$ cat config.mk
export PLATFORM = sky130hd
export DESIGN_NAME = accum_alu
export DESIGN_NICKNAME = d
export VERILOG_FILES = /design/src/rtl/accum_alu_pkg.sv /design/src/rtl/accum_alu_ctrl.sv /design/src/rtl/accum_alu_dp.sv /design/src/rtl/accum_alu.sv
export SDC_FILE = /design/constraint.sdc
export NUM_CORES = 1
export LEC_CHECK = 0
export ABC_AREA = 1
export CORE_ASPECT_RATIO = 0.6
export CORE_MARGIN = 8
export CORE_UTILIZATION = 50
export CTS_CLUSTER_DIAMETER = 120
export CTS_CLUSTER_SIZE = 8
export DETAILED_ROUTE_END_ITERATION = 10
export GPL_TIMING_DRIVEN = 0
export PLACE_DENSITY = 0.77
export SETUP_SLACK_MARGIN = 0.3
export SLEW_MARGIN = 0
export SYNTH_ARGS = -nofsm -noshare
export SYNTH_HDL_FRONTEND = slang
export SYNTH_HIERARCHICAL = 1
export SYNTH_SLANG_ARGS = --single-unit
$ cat constraint.sdc
create_clock -name clk -period 2.8 [get_ports clk]
set_input_delay 0.42 -clock clk [delete_from_list [all_inputs] [get_ports clk]]
set_output_delay 0.42 -clock clk [all_outputs]
set_load 0.03 [all_outputs]
$ cat src/rtl/accum_alu_pkg.sv
`timescale 1ns/1ps
package accum_alu_pkg;

  typedef enum logic [2:0] {
    OP_ADD = 3'd0,
    OP_ADC = 3'd1,
    OP_SUB = 3'd2,
    OP_SBC = 3'd3,
    OP_AND = 3'd4,
    OP_XOR = 3'd5,
    OP_OR  = 3'd6,
    OP_CMP = 3'd7
  } aluOp_e;

  typedef enum logic [1:0] {
    LG_AND = 2'd0,
    LG_XOR = 2'd1,
    LG_OR  = 2'd2
  } logicFn_e;

  // strobes from the decoder to the datapath
  typedef struct packed {
    logic     invertB;   // subtract: complement operand and carry sense
    logic     carryEn;   // fold the incoming carry into the sum
    logic     logicPath; // take the bitwise unit instead of the adder
    logicFn_e logicFn;
    logic     writeEn;   // result is written back
  } ctrlStrobe_t;

  localparam int FLAG_W = 8;
  localparam int FLG_S  = 7;
  localparam int FLG_Z  = 6;
  localparam int FLG_H  = 4;
  localparam int FLG_PV = 2;
  localparam int FLG_N  = 1;
  localparam int FLG_C  = 0;

endpackage

$ cat src/rtl/accum_alu_ctrl.sv
`timescale 1ns/1ps
module accum_alu_ctrl
  import accum_alu_pkg::*;
(
  input  logic [2:0]  opSel,
  output ctrlStrobe_t strobe
);

  always_comb begin
    strobe = '{invertB: 1'b0, carryEn: 1'b0, logicPath: 1'b0,
               logicFn: LG_AND, writeEn: 1'b1};
    case (aluOp_e'(opSel))
      OP_ADD: ;
      OP_ADC: strobe.carryEn = 1'b1;
      OP_SUB: strobe.invertB = 1'b1;
      OP_SBC: begin
        strobe.invertB = 1'b1;
        strobe.carryEn = 1'b1;
      end
      OP_AND: strobe.logicPath = 1'b1;
      OP_XOR: begin
        strobe.logicPath = 1'b1;
        strobe.logicFn   = LG_XOR;
      end
      OP_OR: begin
        strobe.logicPath = 1'b1;
        strobe.logicFn   = LG_OR;
      end
      OP_CMP: begin
        strobe.invertB = 1'b1;
        strobe.writeEn = 1'b0;
      end
      default: ;
    endcase
  end

endmodule

$ cat src/rtl/accum_alu_dp.sv
`timescale 1ns/1ps
module accum_alu_dp
  import accum_alu_pkg::*;
#(
  parameter int DATA_W = 8
) (
  input  ctrlStrobe_t         strobe,
  input  logic [DATA_W-1:0]   accIn,
  input  logic [DATA_W-1:0]   opndIn,
  input  logic                carryIn,
  output logic [DATA_W-1:0]   resultOut,
  output logic [FLAG_W-1:0]   flagsOut
);

  localparam int MSB  = DATA_W - 1;
  localparam int HALF = DATA_W / 2;

  logic [DATA_W-1:0] bOp;
  logic              cinEff;
  logic              cinAdj;
  logic [DATA_W:0]   sumFull;
  logic [HALF:0]     sumLow;
  logic [DATA_W-1:0] arithRes;
  logic [DATA_W-1:0] logicRes;
  logic [DATA_W-1:0] calcRes;
  logic              carryBit;
  logic              halfBit;
  logic              ovfBit;

  // subtraction is acc + ~b + ~borrowIn; carry sense inverts on the way out
  always_comb begin
    bOp      = strobe.invertB ? ~opndIn : opndIn;
    cinEff   = strobe.carryEn & carryIn;
    cinAdj   = strobe.invertB ? ~cinEff : cinEff;
    sumFull  = {1'b0, accIn} + {1'b0, bOp} + (DATA_W+1)'(cinAdj);
    sumLow   = {1'b0, accIn[HALF-1:0]} + {1'b0, bOp[HALF-1:0]} + (HALF+1)'(cinAdj);
    arithRes = sumFull[DATA_W-1:0];
    carryBit = sumFull[DATA_W] ^ strobe.invertB;
    halfBit  = sumLow[HALF] ^ strobe.invertB;
    ovfBit   = (accIn[MSB] == bOp[MSB]) && (arithRes[MSB] != accIn[MSB]);
  end

  always_comb begin
    case (strobe.logicFn)
      LG_XOR:  logicRes = accIn ^ opndIn;
      LG_OR:   logicRes = accIn | opndIn;
      default: logicRes = accIn & opndIn;
    endcase
  end

  always_comb begin
    calcRes          = strobe.logicPath ? logicRes : arithRes;
    flagsOut         = '0;
    flagsOut[FLG_S]  = calcRes[MSB];
    flagsOut[FLG_Z]  = (calcRes == '0);
    flagsOut[FLG_H]  = strobe.logicPath ? (strobe.logicFn == LG_AND) : halfBit;
    flagsOut[FLG_PV] = strobe.logicPath ? ~^logicRes : ovfBit;
    flagsOut[FLG_N]  = strobe.invertB;
    flagsOut[FLG_C]  = strobe.logicPath ? 1'b0 : carryBit;
    resultOut        = strobe.writeEn ? calcRes : accIn;
  end

endmodule

$ cat src/rtl/accum_alu.sv
`timescale 1ns/1ps
module accum_alu
  import accum_alu_pkg::*;
#(
  parameter int DATA_W = 8
) (
  input  logic              clk,
  input  logic              rstN,
  input  logic              inValid,
  input  logic [DATA_W-1:0] accIn,
  input  logic [DATA_W-1:0] opndIn,
  input  logic [2:0]        opSel,
  input  logic              carryIn,
  output logic              outValid,
  output logic [DATA_W-1:0] resultOut,
  output logic [FLAG_W-1:0] flagsOut,
  output logic              writeBack
);

  ctrlStrobe_t       strobe;
  logic [DATA_W-1:0] nextRes;
  logic [FLAG_W-1:0] nextFlags;

  accum_alu_ctrl u_ctrl (
    .opSel  (opSel),
    .strobe (strobe)
  );

  accum_alu_dp #(.DATA_W(DATA_W)) u_dp (
    .strobe    (strobe),
    .accIn     (accIn),
    .opndIn    (opndIn),
    .carryIn   (carryIn),
    .resultOut (nextRes),
    .flagsOut  (nextFlags)
  );

  always_ff @(posedge clk) begin
    if (!rstN) begin
      outValid  <= 1'b0;
      resultOut <= '0;
      flagsOut  <= '0;
      writeBack <= 1'b0;
    end else begin
      outValid <= inValid;
      if (inValid) begin
        resultOut <= nextRes;
        flagsOut  <= nextFlags;
        writeBack <= strobe.writeEn;
      end
    end
  end

endmodule

==> results.txt <==
----------------------------------------------------
[Pwr]
  Max VDD drop ... between 300 and 400 uV
  Internal Pwr Total ... roughly 0.68 mW
  Share of total power in combinational logic ... 56.9%
  Clock group share of total power ... a little under a fifth
  Power density over the cells ... 386 nW/um^2
  Switching share of total power ... 42.1%
  Total Power ... 1.17 mW
  Flop pwr share ... 24.7%
  Sw power ... 0.493 mW
  Leakage power ... about 1.6 nW

[Setup path]
  Crit path from ... opSel[0]
  Critical path fanouts, max ... 4
  Capture point of the worst reg-to-reg path ... resultOut[5]
  Count of cells along the worst register-to-register path ... 2
  Crit. path cell count ... 20
  R2R setup slack ... 2.22 ns
  Worst path arrival time ... 2.64 ns
  CP top delay family ... simple AND/OR/NAND/NOR gates
  Reg-to-reg startpoint ... resultOut[5]
  Last element of the critical path ... flagsOut[6]
  Crit Path Class ... in -> reg
  Type of element capturing the critical path ... flop
  Crit-path max cell delay ... 0.36 ns
  Startpoint type of the worst setup path ... primary input
  Count of buffering cells on the critical path with inverters included ... 6
  Library cell contributing the largest single delay on the critical path ... fa_2
  Cell occurring most often along the worst timing path ... nand2_1
  Worst EP required ... roughly 3.0 ns
  Cell-by-cell listing of the critical path ... buf_4 > inv_4 > a21oi_4 > buf_8 > xor2_4 > fa_2 > inv_2 > fa_2 > xor2_1 > nand2_1 > o21ai_1 > inv_1 > nand2_1 > nor2_1 > nand3_1 > nor2_1 > inv_1 > nand2_1 > nand2_1 > nor2_1

[Drt]
  Initial DRT Pass Iterations ... 5
  Via Count ... 2479
  Routed wire length per instance ... 12.5 um
  Total wire length after detailed routing ... roughly 6.2 mm
  Routed vias/inst ... between 4 and 5
  Starting DRT DRC Count ... 190
  Post-route DRC violation count ... 0
  Number of antenna-violating nets in the routed design ... 0

[Worst hold path]
  Hold/Removal Path Class ... in -> reg

[STA]
  Fin crit period ... about 2.4 ns
  Max-slew violation count ... 0
  Final period utilization ... between 80% and 90%
  Maximum clock frequency ... 410 MHz
  RSZ-0062 raised after global routing ... true
  Min Hold Slack ... ~0.44 ns
  Setup Viol. Count Final ... 0
  Final Hold Violating Endpoints ... 0
  Worst Skew ... 0 ns

[Placement]
  Half-perimeter wire length after detailed placement ... approximately 4.7 mm
  Number of input and output port buffers inserted ... 38
  Final weighted congestion in routability-driven placement ... 0.947

[Floorplan]
  Placement Rows ... 19
  Overall die height ... 67.9 um
  Core outline area ... 4450 sq um
  Number of I/O pins ... 41
  Width of the die ... 103 um
  Area enclosed by the die boundary ... between 6000 and 7000 sq um
  Starting density of the core ... 50.5%

[Synthesis]
  Top cell type's share of synthesized area ... 21.6%
  Average cell area after synthesis ... between 5 and 6 sq um
  Leading area contributor after synthesis ... nand2_1
  Number of instances in the synthesized netlist ... 384
  Register bit total from synthesis ... 18
  Cell area after synthesis ... about 2200 sq um
  Number of warnings issued by yosys ... 6
  Leading cell types by total area after synthesis ... nand2_1 (22%), dfxtp_1 (16%), ha_1 (15%)
  Share of synthesized area occupied by flip-flops and latches ... 16.1%
  Cell variety after synth ... 30

[Run status]
  Status ... finished, final reports clean

[Clock tree]
  CTS Sinks ... 18
  Clock transition time at the flip-flop clock pins of the worst setup and hold paths ... ~0.070 ns
  Later-pin clock latency in the skew report ... 0.26 ns
  Clock tree from TritonCTS ... yes
  Root cell of the clock tree ... clkbuf_8
  Maximum root-to-sink buffer count ... 2
  Num CTS Buffers ... 3
  CTS Hold Bufs ... 0
  H-tree Lvls ... 1

[Global route]
  Global-route wire length before repair ... 9.83 mm
  Antenna violations before repair ... 0
  Global-route total usage across every layer ... 17.9%
  Via count of the first global-routing pass ... 2279
  Total overflow reported by the global router ... 0
  Maximum number of pins on one net before global-route repair ... 11

[Cells and area]
  Synth-to-layout area growth ... 35.3%
  Area taken by multi-input logic gates ... 1710 sq um
  Sequential Area ... 360 sq um
  Layout net count ... between 400 and 500
  Share of post-route cells with drive strength above 1 ... roughly 16%
  Number of inserted diodes ... 0
  Total of fill cells in the finished design ... 408

[Flow run]
  Maximum Capacitance Violations ... 0

----------------------------------------------------
area by class of cell:
cell class	count	share of cell area (%)
inverters	61	7.70
plain buffers	15	4.29
well taps	63	2.60
clock buffers	4	1.81
flip-flops and latches	18	11.9
repair buffers	48	15.3
multi-input cells	291	56.4
cell families after synthesis:
group / synth area share, %
buffers and inverters: 15.6
and+or+nand+nor: 39.2
xor gates and xnor gates: 5.07
AOI/OAI and AO/OA: 7.14
other: 0.167
DFF: 16.1
adders and majority gates: 16.8
sequential cells by signal (all words and copies together), names as in the netlist:
register and cells:
flagsOut 8, outValid 1, resultOut 8, writeBack 1
synth_stat cells:
cell type	number
a21oi_1	7
nor3_1	1
inv_2	1
conb_1	1
buf_4	6
o21a_1	1
ha_1	27
fa_1	2
buf_6	5
o21bai_1	2
nor2_1	54
nand3b_1	1
dfxtp_1	18
nor2b_2	1
nand2_1	129
or2_2	1
buf_2	3
xnor2_1	1
nand4_1	1
nand2_2	1
xor2_1	12
nor2_2	5
inv_1	60
clkbuf_1	1
o21ai_2	1
o21ai_0	16
a31oi_1	1
a211oi_1	1
nand3_1	23
or2_0	1
power by group through the flow:
stage          combinational, mW  sequential (mW)  clock (mW)
6_report                   0.666            0.290       0.215
5_1_grt                    0.738            0.291       0.238
4_1_cts                    0.586            0.290       0.220
2_1_floorplan              0.351            0.340           0
3_5_place_dp               0.563            0.295           0
3_3_place_gp               0.553            0.295           0
what timing repair did:
action                                  in CTS  in global routing
buffers inserted                             6                  4
gates cloned                                 0                  0
endpoints found under the setup margin      12                 11
gates resized for setup                     26                 41
pin swaps                                    9                 18
routing by layer:
metal / up-vias / share of wire (%) / global-route usage [%]
li1: 1260 / - / -
met1: 1107 / 47 / 24.8
met2: 104 / 43 / 28.0
met3: 8 / 8.9 / 3.05
met4: 0 / 1.0 / 5.26
met5: - / 0 / 0
how the worst min path moves through the flow:
stage,from,endpoint,slack (ns),depth (start not counted)
2_1_floorplan,flagsOut[0],flagsOut[0],0.59,2
3_3_place_gp,flagsOut[5],flagsOut[5],0.46,2
3_5_place_dp,flagsOut[5],flagsOut[5],0.46,2
4_1_cts,rstN,writeBack,0.43,3
5_1_grt,rstN,flagsOut[1],0.44,3
6_report,rstN,writeBack,0.44,3
through the flow:
stage	cell area, sq um	utilization [%]	setup TNS (ns)	setup WS [ns]	cells
finish	3040	68.3	0	0.363	500
global route	3040	68.3	0	0.218	500
CTS	2830	63.7	0	0.313	496
detailed placement	2720	61.1	-3.43	-0.564	486
global placement	2720	61.1	-3.38	-0.567	486
floorplan	2260	-	0	0.308	385
placed cells by master, fill, tap and decap left out, types with 3 or more instances in the layout:
cell	n
nand2_1	125
xor2_1	7
clkbuf_8	4
nor2_2	7
nand3_1	21
nor2_1	52
dlymetal6s2s_1	3
dfxtp_1	18
o21ai_0	11
o21ai_1	5
inv_1	56
a21oi_1	3
buf_6	6
nand2_2	3
xor2_2	3
clkdlybuf4s50_1	30
inv_2	3
ha_1	24
buf_4	17
worst register-to-register path: cells and delay by family (launching register included):
kind             cells  cell delay, ns
flip-flops           1            0.31
AND/OR/NAND/NOR      2            0.17
No activity file was read; power rests on OpenSTA's default activity.
